`config.mk`:
```
export PLATFORM = sky130hd
export DESIGN_NAME = bnpc_unit
export DESIGN_NICKNAME = d
export VERILOG_FILES = /design/src/rtl/bnpc_pkg.sv /design/src/rtl/bnpc_decode.sv /design/src/rtl/bnpc_compare.sv /design/src/rtl/bnpc_target.sv /design/src/rtl/bnpc_unit.sv
export SDC_FILE = /design/constraint.sdc
export NUM_CORES = 1
export LEC_CHECK = 0
export BUFFER_PORTS_ARGS = -buffer_cell sky130_fd_sc_hd__buf_2
export CAP_MARGIN = 5
export CORE_ASPECT_RATIO = 1.4
export CORE_MARGIN = 3
export CORE_UTILIZATION = 41
export DETAILED_ROUTE_END_ITERATION = 6
export PLACE_DENSITY = 0.65
export SLEW_MARGIN = 25
export SYNTH_ARGS = -nofsm -noshare
export SYNTH_HDL_FRONTEND = slang
export SYNTH_SLANG_ARGS = --single-unit
```
`constraint.sdc`:
```
create_clock -name vclk -period 8.2
set_input_delay 2.05 -clock vclk [all_inputs]
set_output_delay 2.05 -clock vclk [all_outputs]
set_load 0.02 [all_outputs]
```
`src/rtl/bnpc_pkg.sv`:
```
package bnpc_pkg;

  // Major opcodes that redirect control flow
  localparam logic [6:0] OPC_BRANCH = 7'b1100011;
  localparam logic [6:0] OPC_JAL    = 7'b1101111;
  localparam logic [6:0] OPC_JALR   = 7'b1100111;

  // Branch condition selectors (funct3)
  localparam logic [2:0] CMP_EQ  = 3'b000;
  localparam logic [2:0] CMP_NE  = 3'b001;
  localparam logic [2:0] CMP_LT  = 3'b100;
  localparam logic [2:0] CMP_GE  = 3'b101;
  localparam logic [2:0] CMP_LTU = 3'b110;
  localparam logic [2:0] CMP_GEU = 3'b111;

  typedef enum logic [1:0] {
    FLOW_SEQ  = 2'd0,
    FLOW_BR   = 2'd1,
    FLOW_JAL  = 2'd2,
    FLOW_JALR = 2'd3
  } flow_e;

  // Conditional-branch offset, half-word scaled (bit 0 implicit zero)
  function automatic logic [12:0] br_offset(input logic [31:0] w);
    return {w[31], w[7], w[30:25], w[11:8], 1'b0};
  endfunction

  // Direct-jump offset, half-word scaled (bit 0 implicit zero)
  function automatic logic [20:0] jal_offset(input logic [31:0] w);
    return {w[31], w[19:12], w[20], w[30:21], 1'b0};
  endfunction

  // Register-indirect jump offset, byte granular
  function automatic logic [11:0] jalr_offset(input logic [31:0] w);
    return w[31:20];
  endfunction

  function automatic flow_e classify(input logic [6:0] opc);
    case (opc)
      OPC_BRANCH: return FLOW_BR;
      OPC_JAL:    return FLOW_JAL;
      OPC_JALR:   return FLOW_JALR;
      default:    return FLOW_SEQ;
    endcase
  endfunction

endpackage

```
`src/rtl/bnpc_decode.sv`:
```
module bnpc_decode
  import bnpc_pkg::*;
#(
  parameter int XLEN = 32
) (
  input  logic [31:0]     instr_i,
  output flow_e           flow_o,
  output logic [2:0]      cond_sel_o,
  output logic [XLEN-1:0] off_br_o,
  output logic [XLEN-1:0] off_jal_o,
  output logic [XLEN-1:0] off_jalr_o
);

  localparam int BR_W   = 13;
  localparam int JAL_W  = 21;
  localparam int JALR_W = 12;

  logic [BR_W-1:0]   br_raw;
  logic [JAL_W-1:0]  jal_raw;
  logic [JALR_W-1:0] jalr_raw;

  always_comb begin
    br_raw     = br_offset(instr_i);
    jal_raw    = jal_offset(instr_i);
    jalr_raw   = jalr_offset(instr_i);
    flow_o     = classify(instr_i[6:0]);
    cond_sel_o = instr_i[14:12];
  end

  assign off_br_o   = {{(XLEN-BR_W){br_raw[BR_W-1]}},       br_raw};
  assign off_jal_o  = {{(XLEN-JAL_W){jal_raw[JAL_W-1]}},    jal_raw};
  assign off_jalr_o = {{(XLEN-JALR_W){jalr_raw[JALR_W-1]}}, jalr_raw};

endmodule

```
`src/rtl/bnpc_compare.sv`:
```
module bnpc_compare
  import bnpc_pkg::*;
#(
  parameter int XLEN = 32
) (
  input  logic [XLEN-1:0] a_i,
  input  logic [XLEN-1:0] b_i,
  input  logic [2:0]      sel_i,
  output logic            eq_o,
  output logic            lt_s_o,
  output logic            lt_u_o,
  output logic            cond_o
);

  assign eq_o   = (a_i == b_i);
  assign lt_u_o = (a_i < b_i);
  assign lt_s_o = ($signed(a_i) < $signed(b_i));

  always_comb begin
    case (sel_i)
      CMP_EQ:  cond_o = eq_o;
      CMP_NE:  cond_o = !eq_o;
      CMP_LT:  cond_o = lt_s_o;
      CMP_GE:  cond_o = !lt_s_o;
      CMP_LTU: cond_o = lt_u_o;
      CMP_GEU: cond_o = !lt_u_o;
      default: cond_o = 1'b0;
    endcase
  end

endmodule

```
`src/rtl/bnpc_target.sv`:
```
module bnpc_target
  import bnpc_pkg::*;
#(
  parameter int XLEN = 32
) (
  input  logic [XLEN-1:0] pc_i,
  input  logic [XLEN-1:0] rs1_i,
  input  flow_e           flow_i,
  input  logic            cond_i,
  input  logic [XLEN-1:0] off_br_i,
  input  logic [XLEN-1:0] off_jal_i,
  input  logic [XLEN-1:0] off_jalr_i,
  output logic [XLEN-1:0] next_pc_o,
  output logic            taken_o,
  output logic [XLEN-1:0] link_o
);

  localparam logic [XLEN-1:0] STEP      = XLEN'(4);
  localparam logic [XLEN-1:0] EVEN_MASK = ~XLEN'(1);

  logic [XLEN-1:0] seq_pc;
  logic [XLEN-1:0] br_pc;
  logic [XLEN-1:0] jal_pc;
  logic [XLEN-1:0] jalr_sum;

  assign seq_pc   = pc_i + STEP;
  assign br_pc    = pc_i + off_br_i;
  assign jal_pc   = pc_i + off_jal_i;
  assign jalr_sum = rs1_i + off_jalr_i;
  assign link_o   = seq_pc;

  always_comb begin
    case (flow_i)
      FLOW_BR: begin
        taken_o   = cond_i;
        next_pc_o = cond_i ? br_pc : seq_pc;
      end
      FLOW_JAL: begin
        taken_o   = 1'b1;
        next_pc_o = jal_pc;
      end
      FLOW_JALR: begin
        taken_o   = 1'b1;
        next_pc_o = jalr_sum & EVEN_MASK;
      end
      default: begin
        taken_o   = 1'b0;
        next_pc_o = seq_pc;
      end
    endcase
  end

endmodule

```
`src/rtl/bnpc_unit.sv`:
```
module bnpc_unit
  import bnpc_pkg::*;
#(
  parameter int XLEN = 32
) (
  input  logic [XLEN-1:0] pc_i,
  input  logic [31:0]     instr_i,
  input  logic [XLEN-1:0] rs1_i,
  input  logic [XLEN-1:0] rs2_i,
  output logic [XLEN-1:0] next_pc_o,
  output logic            taken_o,
  output logic [XLEN-1:0] link_pc_o
);

  flow_e           flow;
  logic [2:0]      cond_sel;
  logic [XLEN-1:0] off_br;
  logic [XLEN-1:0] off_jal;
  logic [XLEN-1:0] off_jalr;
  logic            ops_eq;
  logic            ops_lt_s;
  logic            ops_lt_u;
  logic            cond_hit;

  bnpc_decode #(.XLEN(XLEN)) u_decode (
    .instr_i    (instr_i),
    .flow_o     (flow),
    .cond_sel_o (cond_sel),
    .off_br_o   (off_br),
    .off_jal_o  (off_jal),
    .off_jalr_o (off_jalr)
  );

  bnpc_compare #(.XLEN(XLEN)) u_compare (
    .a_i    (rs1_i),
    .b_i    (rs2_i),
    .sel_i  (cond_sel),
    .eq_o   (ops_eq),
    .lt_s_o (ops_lt_s),
    .lt_u_o (ops_lt_u),
    .cond_o (cond_hit)
  );

  bnpc_target #(.XLEN(XLEN)) u_target (
    .pc_i       (pc_i),
    .rs1_i      (rs1_i),
    .flow_i     (flow),
    .cond_i     (cond_hit),
    .off_br_i   (off_br),
    .off_jal_i  (off_jal),
    .off_jalr_i (off_jalr),
    .next_pc_o  (next_pc_o),
    .taken_o    (taken_o),
    .link_o     (link_pc_o)
  );

  always_comb begin

    if (!taken_o) begin
      seq_when_idle_chk: assert (next_pc_o == link_pc_o);
    end

    if (flow == FLOW_SEQ) begin
      plain_op_not_taken_chk: assert (!taken_o);
    end

    if (flow == FLOW_JAL || flow == FLOW_JALR) begin
      jump_always_taken_chk: assert (taken_o);
    end

    if (flow == FLOW_JALR) begin
      jalr_even_target_chk: assert (next_pc_o[0] == 1'b0);
    end

    if (ops_eq) begin
      equal_excludes_less_chk: assert (!ops_lt_s && !ops_lt_u);
    end

    if (ops_lt_s != ops_lt_u) begin
      order_split_needs_sign_chk: assert (rs1_i[XLEN-1] != rs2_i[XLEN-1]);
    end
  end

endmodule

```
Word-level counts from Yosys, hierarchy flattened --
Index checks and enable logic that the tools add are counted.
Cells by class: mux-type cells 5, $add $sub $neg 4, reduce and logical (&&, ||, !) cells 5, $lt $le $gt $ge 2, eq/ne operators 12
Operators with widths (number):
- 32-bit adder | 3
- 32-bit case mux with 3 select lines | 1
- 32-bit < comparator | 2
- 32-bit by 3-bit adder with 32-bit output (second input constant) | 1
- 32-bit == test | 1
- 32-bit 2-to-1 mux | 1
- 7-bit == test (second input constant) | 3
- 3-bit == test (second input constant) | 4
- 1-bit case mux with 6 select lines | 1
- 2-bit case mux with 3 select lines | 1
- 2-bit == test (second input constant) | 2
- 3-bit by 1-bit == test with 1-bit output (second input constant) | 1
- 1-bit zero test | 3
- 3-bit zero test | 1
- 2-bit by 1-bit == test with 1-bit output (second input constant) | 1
- 1-bit case mux with 2 select lines | 1
- 2-bit OR reduction | 1
Word-level totals: register bits after elaboration 0, input bits 128, output and inout port bits 65, word-level logic and storage cells 28

Logic depth before layout (Yosys ltp) --
Gate-level depths: netlist of run 1.
depth after elaboration 5, gate-level depth with buffers 13, mapped depth without buffers 12

By module --
Synthesis of run 1 repeated with hierarchy kept, for this count alone.
Second synthesis, totals: cells, all modules 1115, area total of the unflattened synthesis 7776.2 µm²
By module, submodules not included:
- bnpc_target | instances 1, cells an instance 885, seq. area each 0.0 µm², area an instance 6107.1 µm²
- bnpc_compare | instances 1, cells an instance 127, seq. area each 0.0 µm², area an instance 898.4 µm²
- bnpc_decode | instances 1, cells an instance 103, seq. area each 0.0 µm², area an instance 770.7 µm²

Least setup slack after synthesis of run 1 --
No wires, ideal clock.
kind input -> output, from input pc_i[1], to output next_pc_o[25], data required time 6150 ps, cell stages on the path 12, setup slack 1371 ps, arrival 4779 ps, cell sequence ha_1 fa_1 a211oi_2 o21ai_1 a2111oi_4 o21ai_2 a221o_1 buf_2 nand2b_1 nand3_1 o211a_1 o21ai_0
On the way: longest elaborated chain between the ends 3, elaborated cells on any way between the ends 5, classes of those cells 3 x add/sub; 2 x mux
Ends and longest elaborated chain:
- start: declaration | line bnpc_unit.sv:6 | input logic [XLEN-1:0] pc_i,
- 32-bit by 3-bit adder with 32-bit output or 32-bit adder (tied branches) | line bnpc_target.sv:26, bnpc_target.sv:27
- 32-bit 2-to-1 mux | line bnpc_target.sv:36 | next_pc_o = cond_i ? br_pc : seq_pc;
- 32-bit case mux with 3 select lines (*) | line bnpc_target.sv:33 | case (flow_i)
- end: declaration | line bnpc_unit.sv:10 | output logic [XLEN-1:0] next_pc_o,
Mark *: on every way between the ends. The rest lies on a longest branch, timed or not.

Worst setup path in the final report of run 1 --
from input instr_i[31], to output next_pc_o[25]
On the way: longest elaborated chain between the ends 3, elaborated cells on any way between the ends 5, classes of those cells 3 x add/sub; 2 x mux
Ends and longest elaborated chain:
- start: declaration | line bnpc_unit.sv:7 | input logic [31:0] instr_i,
- 32-bit adder | line bnpc_target.sv:27 | assign br_pc = pc_i + off_br_i;
- 32-bit 2-to-1 mux | line bnpc_target.sv:36
- 32-bit case mux with 3 select lines (*) | line bnpc_target.sv:33
Marked as above.

==> metrics.cfg, run 1 <==
[outcome]
status = finished, final reports clean

[synthesis]
synth_mux_area_share_pct = 0.640
synth.cell_area_sq_mm = 0.00626
yosysSeqAreaShare_pct = 0
synth_top_family_by_area = compound AO/OA/AOI/OAI gates
synth_area_leader_cell = ha_1
synth_cell_types = 73
synth_fa_ha_area_share_pct = 22.2
syn_nets = 1148
postSynthAreaPerCell_sq_um = 6.87
synth-simple-area-share_pct = 21.8
synth_compound_area_share_pct = 37.3
netlist_instances = 911
synth_xor_area_share_pct = 12.7
synth_top_area_share_pct = 21.2
synthTopCellsByArea = ha_1 (21%), xnor2_1 (7.8%), a21oi_1 (7.6%), a21o_1 (5.2%), xor2_1 (4.9%)
yosys_warnings = 0

[die]
core_sq_mm = 0.0147
dieWidth_um = 110
die_h_um = 152
start_util_pct = 42.6
ios = 193
die-area_sq_mm = 0.0168
rows = 52

[final_layout]
areaGrowthSynthToFinish_pct = 18.1
regArea_sq_um = 0
final_common_cell = buf_2
insertedDiodeCount = 0
nClkBuffers = 0
fin_util_pct = 50.2
seq_cell_count = 0
nNetsFinal = 1322
mostFrequentLayoutCells = buf_2 (193), ha_1 (106), a21oi_1 (95), nand2_1 (74), nor2_1 (67)
drive_gt1_share_pct = 20.6

[global_route]
grt_pass1_vias = 7233
antenna_found_initial = 1
grt_pass1_wl_um = 36000
grt_max_degree = 23
grt-ovfl-total = 0
grt_usage_pct = 25.5

[routing]
post_drt_wl_per_cell_um = 18.5
drc = 0
viasPerCell = 6.02
finalWirelength_um = 23500
first_pass_iters = 5
dr_total_vias = 7660
final_antenna_net_count = 0
drtIter0Drc = 432

[worst_setup_path]
cp_data_arrival_time_ps = 5280
max_stage_delay_ps = 620
crit_family = compound AO/OA/AOI/OAI gates
path_cells = buf_2 -> ha_1 -> a21o_1 -> a2111oi_0 -> a211oi_1 -> o31a_1 -> inv_1 -> o21ai_0 -> a2111oi_0 -> o21ai_0 -> buf_2
critPathRequiredTime_ps = 6150
crit_buf_inv = 3
setup.worst_path.end_class = primary output
critPathLaunchType = primary input
crit_type = primary input to primary output
cpMaxStageDelayCell = a2111oi_0
cp_max_fo = 22

[timing]
finalSetupTns_ps = 0
max_freq_mhz = 136
period_needed_ps = 7330
hold_violations = 0
setup_viol = 0
slew_viol_final = 0
rsz0062_at_grt = false
final.period_utilization_pct = 89.4
relSlewSlack_pct = 45.6
tightest_slew_ps = 811

[placed_design]
portBuffers = 193
gp_congestion = 0.968
post-dp-hpwl_um = 20100

[clocking]
cts_setup_buffers = 0
cts_resized = 0
cts_hold_buf = 0

[job]
maxCapViolCount = 0

[min_path]
min_path_type = primary input to primary output

[power]
power_leakage_nw = 3.64
power_density_mw_per_mm2 = 70.9
peakVddDrop_mv = 0.0446

[layout make-up]
type	count	area [sq um]
well taps	189	236
multi-input cells	828	5920
fillers	1633	7320
inverters	54	203
repair buffers	201	1030
[Yosys cell counts, types with 4 or more instances]
cell and count:
ha_1 106, nand2b_1 10, nand4_1 18, buf_2 8
nor3_1 15, o21bai_1 8, a22oi_1 15, o211ai_1 12
a221o_1 7, inv_1 54, o21ai_1 6, nor4_1 4
o21a_1 11, or3_1 6, a221oi_1 5, a211o_1 8
clkbuf_1 17, and2_1 9, nor2b_1 8, a21o_1 43
or2_2 6, a21oi_1 95, nand2_1 74, nor2_1 67
o21ai_0 54, xnor2_1 56, xor2_1 35, nand3_1 33
and3_1 15, mux2i_1 4, a31oi_1 11, o221ai_1 5
a2111oi_0 5, and4_1 6, a211oi_1 17
[power by group]
| group | total [W] | internal [W] | leakage, nW | switching [W] |
|---|---|---|---|---|
| Combinational | 0.000524 | 0.000209 | 3.64 | 0.000314 |
| Sequential | 0 | 0 | 0 | 0 |
| Clock | 0 | 0 | 0 | 0 |
| Total | 0.000524 | 0.000209 | 3.64 | 0.000314 |
[through the flow]
step                      instances  setup WS (ps)  total power (W)  cell area, sq um  hold slack, ps
after global routing           1272            593         0.000574              7390            4380
after detailed placement       1272            961         0.000516              7390            4380
final                          1272            867         0.000524              7390            4380
after CTS                      1272            946         0.000520              7390            4380
after floorplan                 911           1370         0.000357              6260            4180
after global placement         1272            874         0.000515              7390            4380
[routing by layer]
layer | track usage (%) | up-vias | wire [um]
li1 | - | 3778 | -
met1 | 29.4 | 3487 | 9030
met2 | 47.1 | 319 | 11700
met3 | 1.75 | 74 | 1400
met4 | 12.6 | 2 | 1380
met5 | 0 | - | 11
[cells by family after synthesis]
group                    Yosys count
multiplexers                       4
adder cells (fa/ha/maj)          109
AND/OR/NAND/NOR                  279
XOR/XNOR                          91
buffers and inverters             83
AO/OA/AOI/OAI                    345
[final timing paths]
path,start,end,depth (start not counted)
max,instr_i[31],next_pc_o[25],11
min,pc_i[0],link_pc_o[0],2
(Power assumes the default switching activity.)
==> inputs of run 2 (changes only) <==
CELL_PAD_IN_SITES_DETAIL_PLACEMENT = 1   (was unset)
CELL_PAD_IN_SITES_GLOBAL_PLACEMENT = 1   (was unset)
PLACE_DENSITY = 0.89   (was 0.65)
==> run 2 against run 1 <==
Effect of this change:
- sequential cell count did not move
- power increased by 2.3%
- critical path depth up 2
- highest routed layer unchanged
==> metrics.cfg, run 2 (synthesis results as in run 1) <==
[power]
power_leakage_nw = 3.64
peakVddDrop_mv = 0.0380
power_density_mw_per_mm2 = 72.5
total_power_w = 0.000536

[worst_setup_path]
path_cells = buf_2 -> ha_1 -> nor2b_1 -> o211ai_2 -> a21oi_1 -> o311ai_0 -> nand4_1 -> a31oi_1 -> buf_4 -> nand2_1 -> a2111oi_0 -> a21oi_1 -> buf_2
crit_family = compound AO/OA/AOI/OAI gates
setup.worst_path.end_class = primary output
max_stage_delay_ps = 580
critPathLaunchType = primary input
crit_type = primary input to primary output
cp_data_arrival_time_ps = 5400
critPathRequiredTime_ps = 6150
cp_max_fo = 15
cpMaxStageDelayCell = a31oi_1
crit_buf_inv = 3

[final_layout]
insertedDiodeCount = 0
final_cells = 1272
seq_cell_count = 0
nNetsFinal = 1322
final_common_cell = buf_2
nClkBuffers = 0
nFillCells = 2059
areaGrowthSynthToFinish_pct = 18.1
regArea_sq_um = 0
multi_input_area_sq_mm = 0.00592
mostFrequentLayoutCells = buf_2 (193), ha_1 (106), a21oi_1 (95), nand2_1 (74), nor2_1 (67)
drive_gt1_share_pct = 20.6

[clocking]
cts_setup_buffers = 0
cts_hold_buf = 0
cts_resized = 0

[routing]
drtIter0Drc = 434
dr_total_vias = 8030
drc = 0
post_drt_wl_per_cell_um = 20.6
final_antenna_net_count = 0
finalWirelength_um = 26200
first_pass_iters = 5
viasPerCell = 6.31

[min_path]
worstHoldPathCells = 2
min_path_type = primary input to primary output
hold_path_end = link_pc_o[0]
holdCritStartpoint = pc_i[0]

[die]
die_h_um = 152
start_util_pct = 42.6
rows = 52
dieWidth_um = 110
ios = 193
die-area_sq_mm = 0.0168
core_sq_mm = 0.0147

[global_route]
grt-ovfl-total = 0
grt_pass1_wl_um = 41200
grt_pass1_vias = 8230
antenna_found_initial = 1
grt_max_degree = 24
grt_usage_pct = 29.1

[placed_design]
dp.cells = 1272
post-dp-hpwl_um = 22500
dpl_worst_slack_ps = 852
gp_congestion = 0.985
portBuffers = 193

[outcome]
status = finished, final reports clean

[job]
maxCapViolCount = 0

[timing]
tightest_slew_ps = 848
rsz0062_at_grt = false
whs_ps = 4340
relSlewSlack_pct = 43.1
period_needed_ps = 7450
setup_viol = 0
worst_slack_ps = 746
hold_violations = 0
final.period_utilization_pct = 90.9
max_freq_mhz = 134
finalSetupTns_ps = 0
slew_viol_final = 0

## run 2: cell counts in the layout (fill, tap and decap cells not counted)
No cell type changed its count.
## run 2: layout make-up
cell class | count | area share [%]
inverter | 54 | 2.74
multi-input combinational | 828 | 80.2
tap | 189 | 3.20
timing repair buffer | 201 | 13.9
## run 2: through the flow
| step | area (sq um) | util [%] |
|---|---|---|
| 2_1_floorplan | 6260 | - |
| 3_3_place_gp | 7390 | 50.2 |
| 3_5_place_dp | 7390 | 50.2 |
| 4_1_cts | 7390 | 50.2 |
| 5_1_grt | 7390 | 50.2 |
| 6_report | 7390 | 50.2 |
## run 2: how the worst max path moves through the flow
stage	cells after the start	startpoint	slack [ps]	end
after floorplan	12	pc_i[1]	1370	next_pc_o[25]
after global placement	13	pc_i[1]	940	next_pc_o[27]
after detailed placement	13	rs1_i[1]	850	next_pc_o[16]
after CTS	13	rs1_i[1]	840	next_pc_o[16]
after global routing	13	rs1_i[1]	500	next_pc_o[16]
final	13	rs1_i[1]	750	next_pc_o[16]
## run 2: metal layers
metal | wire [um] | track usage [%]
met1 | 9760 | 31.4
met4 | 1870 | 16.8
met2 | 13200 | 54.6
met3 | 1400 | 2.82
met5 | 13 | 0
## run 2: where the power goes
part           internal, W  switching (W)
clock                    0              0
sequential               0              0
combinational     0.000210       0.000325
total             0.000210       0.000325
